`src/rtl/ads_pkg.sv`:
```
package ads_pkg;

  localparam int SAMPLE_W = 24;

  typedef enum logic [1:0] {
    FMT_I2S = 2'd0,
    FMT_LJ  = 2'd1,
    FMT_RJ  = 2'd2,
    FMT_DSP = 2'd3
  } fmt_e;

  // Word length in bits for a 2-bit length code; the spare code maps to 24.
  function automatic logic [4:0] word_len(input logic [1:0] code);
    case (code)
      2'd1:    word_len = 5'd20;
      2'd2:    word_len = 5'd16;
      default: word_len = 5'd24;
    endcase
  endfunction

endpackage

```
`src/rtl/ads_line_sync.sv`:
```
module ads_line_sync #(
  parameter int STAGES = 2
) (
  input  logic clk,
  input  logic rst,
  input  logic bclk_in,
  input  logic wclk_in,
  input  logic data_in,
  output logic bclk_rise,
  output logic bclk_fall,
  output logic ws,
  output logic sd
);
  localparam int LINES = 3;

  logic [LINES-1:0] stage_q [STAGES];
  logic             bclk_last;

  generate
    for (genvar s = 0; s < STAGES; s++) begin : g_stage
      if (s == 0) begin : g_first
        always_ff @(posedge clk) begin
          if (rst) stage_q[s] <= '0;
          else     stage_q[s] <= {data_in, wclk_in, bclk_in};
        end
      end else begin : g_next
        always_ff @(posedge clk) begin
          if (rst) stage_q[s] <= '0;
          else     stage_q[s] <= stage_q[s-1];
        end
      end
    end
  endgenerate

  always_ff @(posedge clk) begin
    if (rst) bclk_last <= 1'b0;
    else     bclk_last <= stage_q[STAGES-1][0];
  end

  assign bclk_rise = stage_q[STAGES-1][0] & ~bclk_last;
  assign bclk_fall = ~stage_q[STAGES-1][0] & bclk_last;
  assign ws        = stage_q[STAGES-1][1];
  assign sd        = stage_q[STAGES-1][2];

endmodule

```
`src/rtl/ads_framer.sv`:
```
module ads_framer
  import ads_pkg::*;
#(
  parameter int POS_W = 6
) (
  input  logic       clk,
  input  logic       rst,
  input  fmt_e       fmt,
  input  logic [1:0] wlen,
  input  logic       cap,
  input  logic       ws,
  output logic       take,
  output logic       use_hist,
  output logic       word_done,
  output logic       done_chan
);
  localparam logic [POS_W-1:0] POS_MAX = '1;

  logic             armed_q, wprev_q, active_q, chan_q, dsp_next_q;
  logic [POS_W-1:0] pos_q;

  logic             is_rj, is_dsp, edge_seen, start, act_now;
  logic             new_chan, chan_now, in_slot;
  logic [POS_W-1:0] pos_now, wl_p, off_p, end_p;

  always_comb begin
    is_rj     = (fmt == FMT_RJ);
    is_dsp    = (fmt == FMT_DSP);
    edge_seen = is_dsp ? (ws & ~wprev_q) : (ws ^ wprev_q);
    start     = cap & armed_q & edge_seen;
    if (start)                pos_now = '0;
    else if (pos_q == POS_MAX) pos_now = pos_q;
    else                      pos_now = pos_q + 1'b1;
    act_now   = active_q | start;
    wl_p      = POS_W'(word_len(wlen));
    off_p     = (fmt == FMT_LJ) ? '0 : POS_W'(1);
    end_p     = off_p + wl_p;
    in_slot   = act_now && (pos_now >= off_p) && (pos_now < end_p);
    case (fmt)
      FMT_I2S: new_chan = ws;
      FMT_DSP: new_chan = dsp_next_q;
      default: new_chan = ~ws;
    endcase
    chan_now  = start ? new_chan : chan_q;
    take      = cap & (is_rj | in_slot);
    use_hist  = is_rj;
    if (is_rj) word_done = start & active_q;
    else       word_done = cap & act_now & (pos_now == end_p - 1'b1);
    done_chan = is_rj ? chan_q : chan_now;
  end

  always_ff @(posedge clk) begin
    if (rst) begin
      armed_q    <= 1'b0;
      wprev_q    <= 1'b0;
      active_q   <= 1'b0;
      chan_q     <= 1'b0;
      dsp_next_q <= 1'b0;
      pos_q      <= '0;
    end else if (cap) begin
      armed_q  <= 1'b1;
      wprev_q  <= ws;
      pos_q    <= pos_now;
      active_q <= act_now;
      if (start) chan_q <= new_chan;
      if (start && is_dsp) dsp_next_q <= ~dsp_next_q;
    end
  end

endmodule

```
`src/rtl/ads_assembler.sv`:
```
module ads_assembler
  import ads_pkg::*;
#(
  parameter int WIDTH = SAMPLE_W
) (
  input  logic             clk,
  input  logic             rst,
  input  logic             take,
  input  logic             sd,
  input  logic             use_hist,
  input  logic [1:0]       wlen,
  output logic [WIDTH-1:0] aligned
);
  localparam int AMT_W = $clog2(WIDTH + 1);

  logic [WIDTH-1:0] hist_q, hist_n, src;
  logic [AMT_W-1:0] amt;

  always_comb begin
    hist_n  = {hist_q[WIDTH-2:0], sd};
    src     = use_hist ? hist_q : hist_n;
    amt     = AMT_W'(WIDTH) - AMT_W'(word_len(wlen));
    aligned = src << amt;
  end

  always_ff @(posedge clk) begin
    if (rst)       hist_q <= '0;
    else if (take) hist_q <= hist_n;
  end

endmodule

```
`src/rtl/ads_out_stage.sv`:
```
module ads_out_stage #(
  parameter int WIDTH = 24
) (
  input  logic             clk,
  input  logic             rst,
  input  logic             load,
  input  logic [WIDTH-1:0] load_data,
  input  logic             load_chan,
  input  logic             ready,
  output logic             valid,
  output logic [WIDTH-1:0] data,
  output logic             chan
);

  always_ff @(posedge clk) begin
    if (rst) begin
      valid <= 1'b0;
      data  <= '0;
      chan  <= 1'b0;
    end else if (load) begin
      valid <= 1'b1;
      data  <= load_data;
      chan  <= load_chan;
    end else if (ready) begin
      valid <= 1'b0;
    end
  end

endmodule

```
`src/rtl/audio_serial_rx.sv`:
```
module audio_serial_rx
  import ads_pkg::*;
#(
  parameter int SYNC_STAGES = 2,
  parameter int POS_W       = 6
) (
  input  logic                clk,
  input  logic                rst,
  input  logic [1:0]          fmt,
  input  logic [1:0]          wlen,
  input  logic                bclk,
  input  logic                wclk,
  input  logic                sdata,
  output logic                out_valid,
  input  logic                out_ready,
  output logic [SAMPLE_W-1:0] out_data,
  output logic                out_chan
);
  fmt_e                fmt_sel;
  logic                b_rise, b_fall, ws_s, sd_s, cap;
  logic                take, use_hist, word_done, word_chan;
  logic [SAMPLE_W-1:0] word_aligned;

  assign fmt_sel = fmt_e'(fmt);
  assign cap     = (fmt_sel == FMT_DSP) ? b_fall : b_rise;

  ads_line_sync #(.STAGES(SYNC_STAGES)) u_sync (
    .clk(clk), .rst(rst), .bclk_in(bclk), .wclk_in(wclk), .data_in(sdata),
    .bclk_rise(b_rise), .bclk_fall(b_fall), .ws(ws_s), .sd(sd_s)
  );

  ads_framer #(.POS_W(POS_W)) u_framer (
    .clk(clk), .rst(rst), .fmt(fmt_sel), .wlen(wlen), .cap(cap), .ws(ws_s),
    .take(take), .use_hist(use_hist), .word_done(word_done), .done_chan(word_chan)
  );

  ads_assembler #(.WIDTH(SAMPLE_W)) u_asm (
    .clk(clk), .rst(rst), .take(take), .sd(sd_s), .use_hist(use_hist),
    .wlen(wlen), .aligned(word_aligned)
  );

  ads_out_stage #(.WIDTH(SAMPLE_W)) u_out (
    .clk(clk), .rst(rst), .load(word_done), .load_data(word_aligned),
    .load_chan(word_chan), .ready(out_ready), .valid(out_valid),
    .data(out_data), .chan(out_chan)
  );

endmodule

```
`config.mk`:
```
export PLATFORM = sky130hd
export DESIGN_NAME = audio_serial_rx
export DESIGN_NICKNAME = d
export VERILOG_FILES = /design/src/rtl/ads_pkg.sv /design/src/rtl/ads_line_sync.sv /design/src/rtl/ads_framer.sv /design/src/rtl/ads_assembler.sv /design/src/rtl/ads_out_stage.sv /design/src/rtl/audio_serial_rx.sv
export SDC_FILE = /design/constraint.sdc
export NUM_CORES = 1
export LEC_CHECK = 0
export BUFFER_PORTS_ARGS = -buffer_cell sky130_fd_sc_hd__buf_4
export CORE_UTILIZATION = 49
export DETAILED_ROUTE_END_ITERATION = 10
export PLACE_DENSITY = 0.7
export SYNTH_ARGS = -nofsm -noshare
export SYNTH_HDL_FRONTEND = slang
export SYNTH_SLANG_ARGS = --single-unit
export TNS_END_PERCENT = 30
```
`constraint.sdc`:
```
create_clock -name clk -period 3.1 [get_ports clk]
set_clock_uncertainty 0.05 [all_clocks]
set_input_delay 0.31 -clock clk [delete_from_list [all_inputs] [get_ports clk]]
set_output_delay 0.31 -clock clk [all_outputs]
set_load 0.005 [all_outputs]
```
# --- Word-level counts from Yosys, hierarchy flattened ---
# Memories as Yosys holds them, arrays and structs flattened.
# Index checks and enable logic that the tools add are counted.
word_totals:
  register_bits: 62
  ramBits: 6
  input_bits: 10
  wordCells: 69
  memories: 1
op_classes:
  add_sub_neg: 4
  n_lt_le_gt_ge: 2
  eq_ne: 7
  shift: 1
  mux: 18
  bitwise_logic: 19
  reduce_logical: 6
mem_list:
  columns: ["name", "depth", "word_bits", "rd", "rd_ports_with_merged_regs", "wr", "line_no", "rtl"]
  rows:
  - ["u_sync.stage_q", 2, 3, 2, 0, 2, "ads_line_sync.sv:16", "logic [LINES-1:0] stage_q [STAGES];"]
ops:
  columns: ["cell", "count"]
  rows:
  - ["$mux 24", 1]
  - ["$shl 24x5->24", 1]
  - ["$mux 6", 2]
  - ["$mux 1", 11]
  - ["$and 1x1->1", 9]
  - ["$pmux 4 s2", 1]
  - ["$add 6x1->6 const B", 1]
  - ["$add 6x5->6", 1]
  - ["$eq 2x2->1 const B", 3]
  - ["$eq 6x6->1", 1]
  - ["$eq 6x6->1 const B", 1]
  - ["$ge 6x6->1", 1]
  - ["$lt 6x6->1", 1]
  - ["$mux 3", 2]
  - ["$sub 6x1->6 const B", 1]
  - ["$not 1->1", 5]
  - ["$sub 5x5->5 const A", 1]
  - ["$eq 2x1->1 const B", 2]
  - ["$or 1x1->1", 4]
  - ["$logic_and 1x1->1", 3]
  - ["$logic_not 2->1", 1]
  - ["$pmux 1 s2", 1]
  - ["$reduce_and 2->1", 1]
  - ["$reduce_bool 2->1", 1]
  - ["$xor 1x1->1", 1]

# --- Logic depth before layout (Yosys ltp) ---
# An unclocked memory read counts as a cell.
depth:
  depth_word: 12
  depth_mapped: 14
  mapped_depth_nobuf: 12

# --- Hierarchy ---
# From an unflattened synthesis, not the netlist that was laid out.
hier_totals:
  cells_unflattened: 406
  hier_area_um2: 4000.1
by_module_without_submodules:
  columns: ["mod", "instances", "cells_each", "area_per_inst_um2", "seq_area_each_um2"]
  rows:
  - ["ads_assembler", 1, 174, 1821.7, 480.5]
  - ["ads_framer", 1, 129, 1017.2, 220.2]
  - ["ads_out_stage", 1, 85, 945.9, 520.5]
  - ["ads_line_sync", 1, 16, 196.4, 140.1]
  - ["audio_serial_rx", 1, 2, 18.8, 0.0]

# --- Worst setup path after synthesis ---
# OpenSTA, ideal clock, no wires.
synth_path:
  path_type: "register to register"
  from: "register u_framer.wprev_q"
  to: "register u_asm.hist_q[17]"
  t_arrival_ps: 2884
  required_time_ps: 2978
  path_slack_ps: 94
  stages_incl_launch_ff: 15
  path_buffers: 3
  cell_sequence: "dfxtp_1 inv_1 ha_1 nor4b_4 o21a_4 buf_6 buf_2 nor2_1 ha_1 inv_1 a211oi_1 o31a_1 nor4_4 buf_6 mux2i_1"
synth_via:
  elab_chain_len: 10
  elab_cells_between_ends: 13
  cone_classes: "order compare: 2; mux: 2; bitwise: 7; reduce/logical: 2"
synth_rtl:
  columns: ["element", "line_no", "rtl"]
  rows:
  - ["from (decl)", "ads_framer.sv:19", "logic armed_q, wprev_q, active_q, chan_q, dsp_next_q;"]
  - ["from (signal assigned)", "ads_framer.sv:62", "wprev_q <= ws;"]
  - ["$not 1->1", "ads_framer.sv:29", "edge_seen = is_dsp ? (ws & ~wprev_q) : (ws ^ wprev_q);"]
  - ["$and 1x1->1", "ads_framer.sv:29", null]
  - ["$mux 1 (*)", "ads_framer.sv:29", null]
  - ["$and 1x1->1 (*)", "ads_framer.sv:30", "start = cap & armed_q & edge_seen;"]
  - ["$mux 6 (*)", "ads_framer.sv:31", "if (start) pos_now = '0;"]
  - ["named net u_framer.pos_now[2]", "ads_framer.sv:24", "logic [POS_W-1:0] pos_now, wl_p, off_p, end_p;"]
  - ["$ge 6x6->1", "ads_framer.sv:38", "in_slot = act_now && (pos_now >= off_p) && (pos_now < end_p);"]
  - ["$logic_and 1x1->1", "ads_framer.sv:38", null]
  - ["$logic_and 1x1->1 (*)", "ads_framer.sv:38", null]
  - ["$or 1x1->1 (*)", "ads_framer.sv:45", "take = cap & (is_rj | in_slot);"]
  - ["$and 1x1->1 (*)", "ads_framer.sv:45", null]
  - ["to (signal assigned)", "ads_assembler.sv:28", "else if (take) hist_q <= hist_n;"]
  - ["to (decl)", "ads_assembler.sv:16", "logic [WIDTH-1:0] hist_q, hist_n, src;"]
# Mark *: on every way through the listed nets, which the timed path passes. The rest lies on a longest branch.
# A chain may end at the register's enable or synchronous reset.

# --- Worst setup path after layout ---
layout_path:
  from: "register u_framer.pos_q[3]"
  to: "register u_out.data[2]"
layout_via:
  elab_chain_len: 6
  elab_cells_between_ends: 7
  cone_classes: "add/sub: 1; eq/ne: 2; mux: 3; bitwise: 1"
layout_rtl:
  columns: ["element", "line_no", "rtl"]
  rows:
  - ["from (decl)", "ads_framer.sv:20", "logic [POS_W-1:0] pos_q;"]
  - ["from (signal assigned)", "ads_framer.sv:63", "pos_q <= pos_now;"]
  - ["$add 6x1->6 / $eq 6x6->1 (equally long branches)", "ads_framer.sv:33, ads_framer.sv:32", null]
  - ["$mux 6 (*)", "ads_framer.sv:32", "else if (pos_q == POS_MAX) pos_now = pos_q;"]
  - ["$mux 6 (*)", "ads_framer.sv:31", null]
  - ["$eq 6x6->1 (*)", "ads_framer.sv:48", "else word_done = cap & act_now & (pos_now == end_p - 1'b1);"]
  - ["$and 1x1->1 (*)", "ads_framer.sv:48", null]
  - ["$mux 1 (*)", "ads_framer.sv:47", "if (is_rj) word_done = start & active_q;"]
  - ["to (signal assigned)", "ads_out_stage.sv:22", "data <= load_data;"]
  - ["to (decl)", "ads_out_stage.sv:11", "output logic [WIDTH-1:0] data,"]
# Mark *: on every way between the ends. The rest lies on a longest branch, timed or not.

==> summary.txt <==
Timing
  • Post-route minimum period: 2.875 ns
  • Period utilization: 92.74%
  • Fmax: 347.8 MHz
  • Final hold viol count: 0
  • RSZ-0062 raised after global routing: false
  • Endpoints failing setup: 0
  • Slew HR: 47.33%
  • Least-Margin Pin Slew: 0.7851 ns
  • Final slew viol count: 0
  • TNS Setup: 0 ns
  • Hold WS: 0.1211 ns

Yosys
  • Yosys warnings: 0
  • Cells after synthesis: 483
  • Post-Syn Area: 0.004163 mm^2
  • Synth async-reset ratio: 0%
  • Number of synthesized flops with an enable pin: 0
  • Count of cell types in the netlist: 56
  • Net count after synthesis: 505
  • Register bit count reported by yosys: 68
  • Synth Flop Type: dfxtp_1
  • Syn Area/Cell: 8.619 um^2
  • Sequential area share after synthesis: 32.70%

Pwr
  • PD cells: 400.3 mW/mm^2
  • Sw Share: 23.97%
  • Leakage power: 0.001829 uW
  • Sequential power share: 45.3%
  • Logic gate share of total power: 9.2%
  • Int Pwr: 1483 uW
  • Max IR drop VDD: 204.1 uV
  • Clk pwr share: 45.5%
  • Sw Pwr: 467.6 uW

GRT
  • Total global routing overflow: 0
  • Met1 Use GR: 37.80%
  • GRT Total Usage: 26.06%
  • Initial antenna violation count: 0
  • Global routing usage on met2: 37.26%
  • Vias in the first global route: 3,417
  • Largest net degree at the start of global routing: 31
  • First-pass GRT wire length: 17,710 um
  • GRT met3 Usage: 5.340%
  • GR peak layer: met1

Min path
  • Hold crit path type: in2reg

Clocking
  • Sink Count: 68
  • Hold Buf Count CTS: 0
  • TritonCTS clock tree: built
  • Clock-pin transition on the worst setup and hold timing paths: 0.07 ns
  • H-tree Lvls: 3
  • Root Driver: clkbuf_8
  • Clk_lat worst skew: 0.35 ns
  • Worst-case clock buffer depth: 2
  • Total CTS buffers: 9

Detailed routing
  • Drt drc: 0
  • Number of nets with antenna violations after routing: 0
  • Drt total wl: 10,980 um
  • Vias: 3,866
  • DR vias/cell: 6.186
  • Wire per inst: 17.57 um
  • 1st-iter DRT viols: 337
  • 1st-pass router iterations: 6

Run status
  • Outcome: complete, no violations

Floorplan
  • Die Y: 94.17 um
  • IO Pins: 36
  • Core area: 0.008217 mm^2
  • Chip width: 94.17 um
  • Starting Density: 50.66%
  • DIE AREA: 0.008868 mm^2
  • Rows: 33

Placed design
  • RePlAce Congestion: 0.9208
  • Detailed placer's ending HPWL: 7817 um
  • Placed Cells: 605
  • Port bufs: 35

Cells and area
  • FF/Latch Area: 0.001364 mm^2
  • Fillers: 719
  • Layout Cells excl Fill: 625
  • Share of layout cells above drive strength 1: 19.81%
  • Nets: 537
  • Multi-input gate area: 0.002609 mm^2
  • Fin util: 59.31%
  • N_diodes: 0
  • Syn-to-layout area delta: 17.07%

Setup path
  • CP peak stage delay: 0.47 ns
  • CP delay by family, top: compound AO/OA/AOI/OAI gates
  • Worst-path maximum fanout: 9
  • Critical path startpoint category: register
  • Critical Path RT: 3.33 ns
  • Slowest-stage cell, CP: dfxtp_1
  • Worst-path cell chain: and3_2, nand3_2, xor2_2, nand2_1, ha_1, nor2_1, o21ai_0, a31oi_1, o211ai_2, o31ai_4, buf_12, mux2i_1
  • Setup CP Type: reg2reg
  • Crit end category: register
  • Crit path DAT: 3.11 ns
  • Buf+Inv Stages, Crit Path: 1

Run
  • Maximum Capacitance Violations: 0
logic make-up (layout without fill, tap and decap cells):
kind of cell               Yosys count  count (layout)  share of synthesized area, %
AOI/OAI and AO/OA                  121             121                         20.98
xor gates and xnor gates             3               3                        0.6313
adders and majority gates           12              12                         3.607
buffers and inverters               54              91                         5.651
DFF                                 68              68                         32.70
muxes                               62              62                         16.35
and+or+nand+nor                    163             163                         20.08
layer usage:
layer	share of wire [%]	up-vias
li1	-	1856
met5	0	-
met4	2.2	0
met3	6.7	27
met2	42	150
met1	49	1833
power groups by stage:
stage                     registers (uW)  clock network (uW)  logic, uW
after global placement               902                   0        170
after detailed placement             903                   0        172
final                                883                 888        180
after floorplan                      902                   0        127
after CTS                            882                 903        174
after global routing                 883                 949        196
area by class of cell:
type / instances / share of cell area (%)
Multi-Input combinational cell: 361 / 53.53
Sequential cell: 68 / 27.98
Timing Repair Buffer: 56 / 9.397
Tap cell: 105 / 2.696
Clock buffer: 10 / 2.619
Clock inverter: 6 / 2.311
Inverter: 19 / 1.463
flip-flops by register name, summed over array words and instances, names as in the netlist:
name	count
u_out.data	24
u_framer.dsp_next_q	1
u_framer.chan_q	1
u_sync.bclk_last	1
u_asm.hist_q	24
u_framer.armed_q	1
u_sync.stage_q	6
u_out.chan	1
u_framer.active_q	1
u_out.valid	1
u_framer.pos_q	6
u_framer.wprev_q	1
layout by cell type, fill, tap and decap left out, drive strengths merged, types with 3 or more instances in the layout:
master and n:
mux2i 50, nor2 25, nand4 8, a22oi 8, nor2b 11, and2 4, a31oi 9, o211a 5
or3 4, nand3 17, ha 12, and3 15, a32oi 4, buf 56, o211ai 5, a211oi 11
xor2 3, nand2b 3, mux4 4, nand2 60, clkbuf 10, o21ai 27, dfxtp 68, bufinv 3
a21oi 15, a311oi 9, a21o 5, nor3 5, inv 17, o311ai 5, o32ai 4, clkinv 5
mux2 8, a2111oi 5
repair_timing:
item                                    4_1_cts  5_1_grt
setup buffers                                 0        4
endpoints found under the setup margin        0       47
resized for setup                             0        9
worst register-to-register path, stage by stage (launching register included):
cell and delay [ns]:
dfxtp_1 0.47, and3_2 0.28, nand3_2 0.13, xor2_2 0.22, nand2_1 0.08, ha_1 0.31
nor2_1 0.09, o21ai_0 0.08, a31oi_1 0.25, o211ai_2 0.22, o31ai_4 0.29, buf_12 0.16
mux2i_1 0.19
worst paths after layout:
check | from | slack, ns | cells after the start | end
worst max-delay path | u_framer.pos_q[3]$_SDFFE_PP0N_ | 0.23 | 12 | u_out.data[2]$_SDFFE_PP0P_
worst min-delay path | bclk | 0.12 | 2 | u_sync.stage_q[0][0]$_SDFF_PP0_
worst max register to register | u_framer.pos_q[3]$_SDFFE_PP0N_ | 0.23 | 12 | u_out.data[2]$_SDFFE_PP0P_
worst min register to register | u_sync.stage_q[0][0]$_SDFF_PP0_ | 0.39 | 1 | u_sync.stage_q[1][0]$_SDFF_PP0_
synth_stat cells, types with 9 or more instances:
| cell type | number | area [um^2] |
|---|---|---|
| clkbuf_1 | 19 | 71.32 |
| a21oi_1 | 15 | 75.07 |
| nand3_1 | 17 | 85.08 |
| nor2_1 | 25 | 93.84 |
| dfxtp_1 | 68 | 1361 |
| nand2_1 | 60 | 225.2 |
| nor2b_1 | 11 | 68.82 |
| a311oi_1 | 9 | 78.83 |
| a31oi_1 | 9 | 56.30 |
| ha_1 | 12 | 150.1 |
| and3_1 | 15 | 93.84 |
| a211oi_1 | 11 | 82.58 |
| mux2i_1 | 50 | 500.5 |
| inv_1 | 15 | 56.30 |
| o21ai_0 | 24 | 120.1 |
per-stage QoR:
stage | power [uW] | setup slack (ns) | instance area (um^2)
3_3_place_gp | 1073 | 0.1796 | 4548
5_1_grt | 2028 | 0.003700 | 4873
3_5_place_dp | 1075 | 0.07927 | 4548
2_1_floorplan | 1029 | 0.09405 | 4163
4_1_cts | 1959 | 0.006448 | 4788
6_report | 1951 | 0.2250 | 4873
Power figures use the tool's default switching activity.
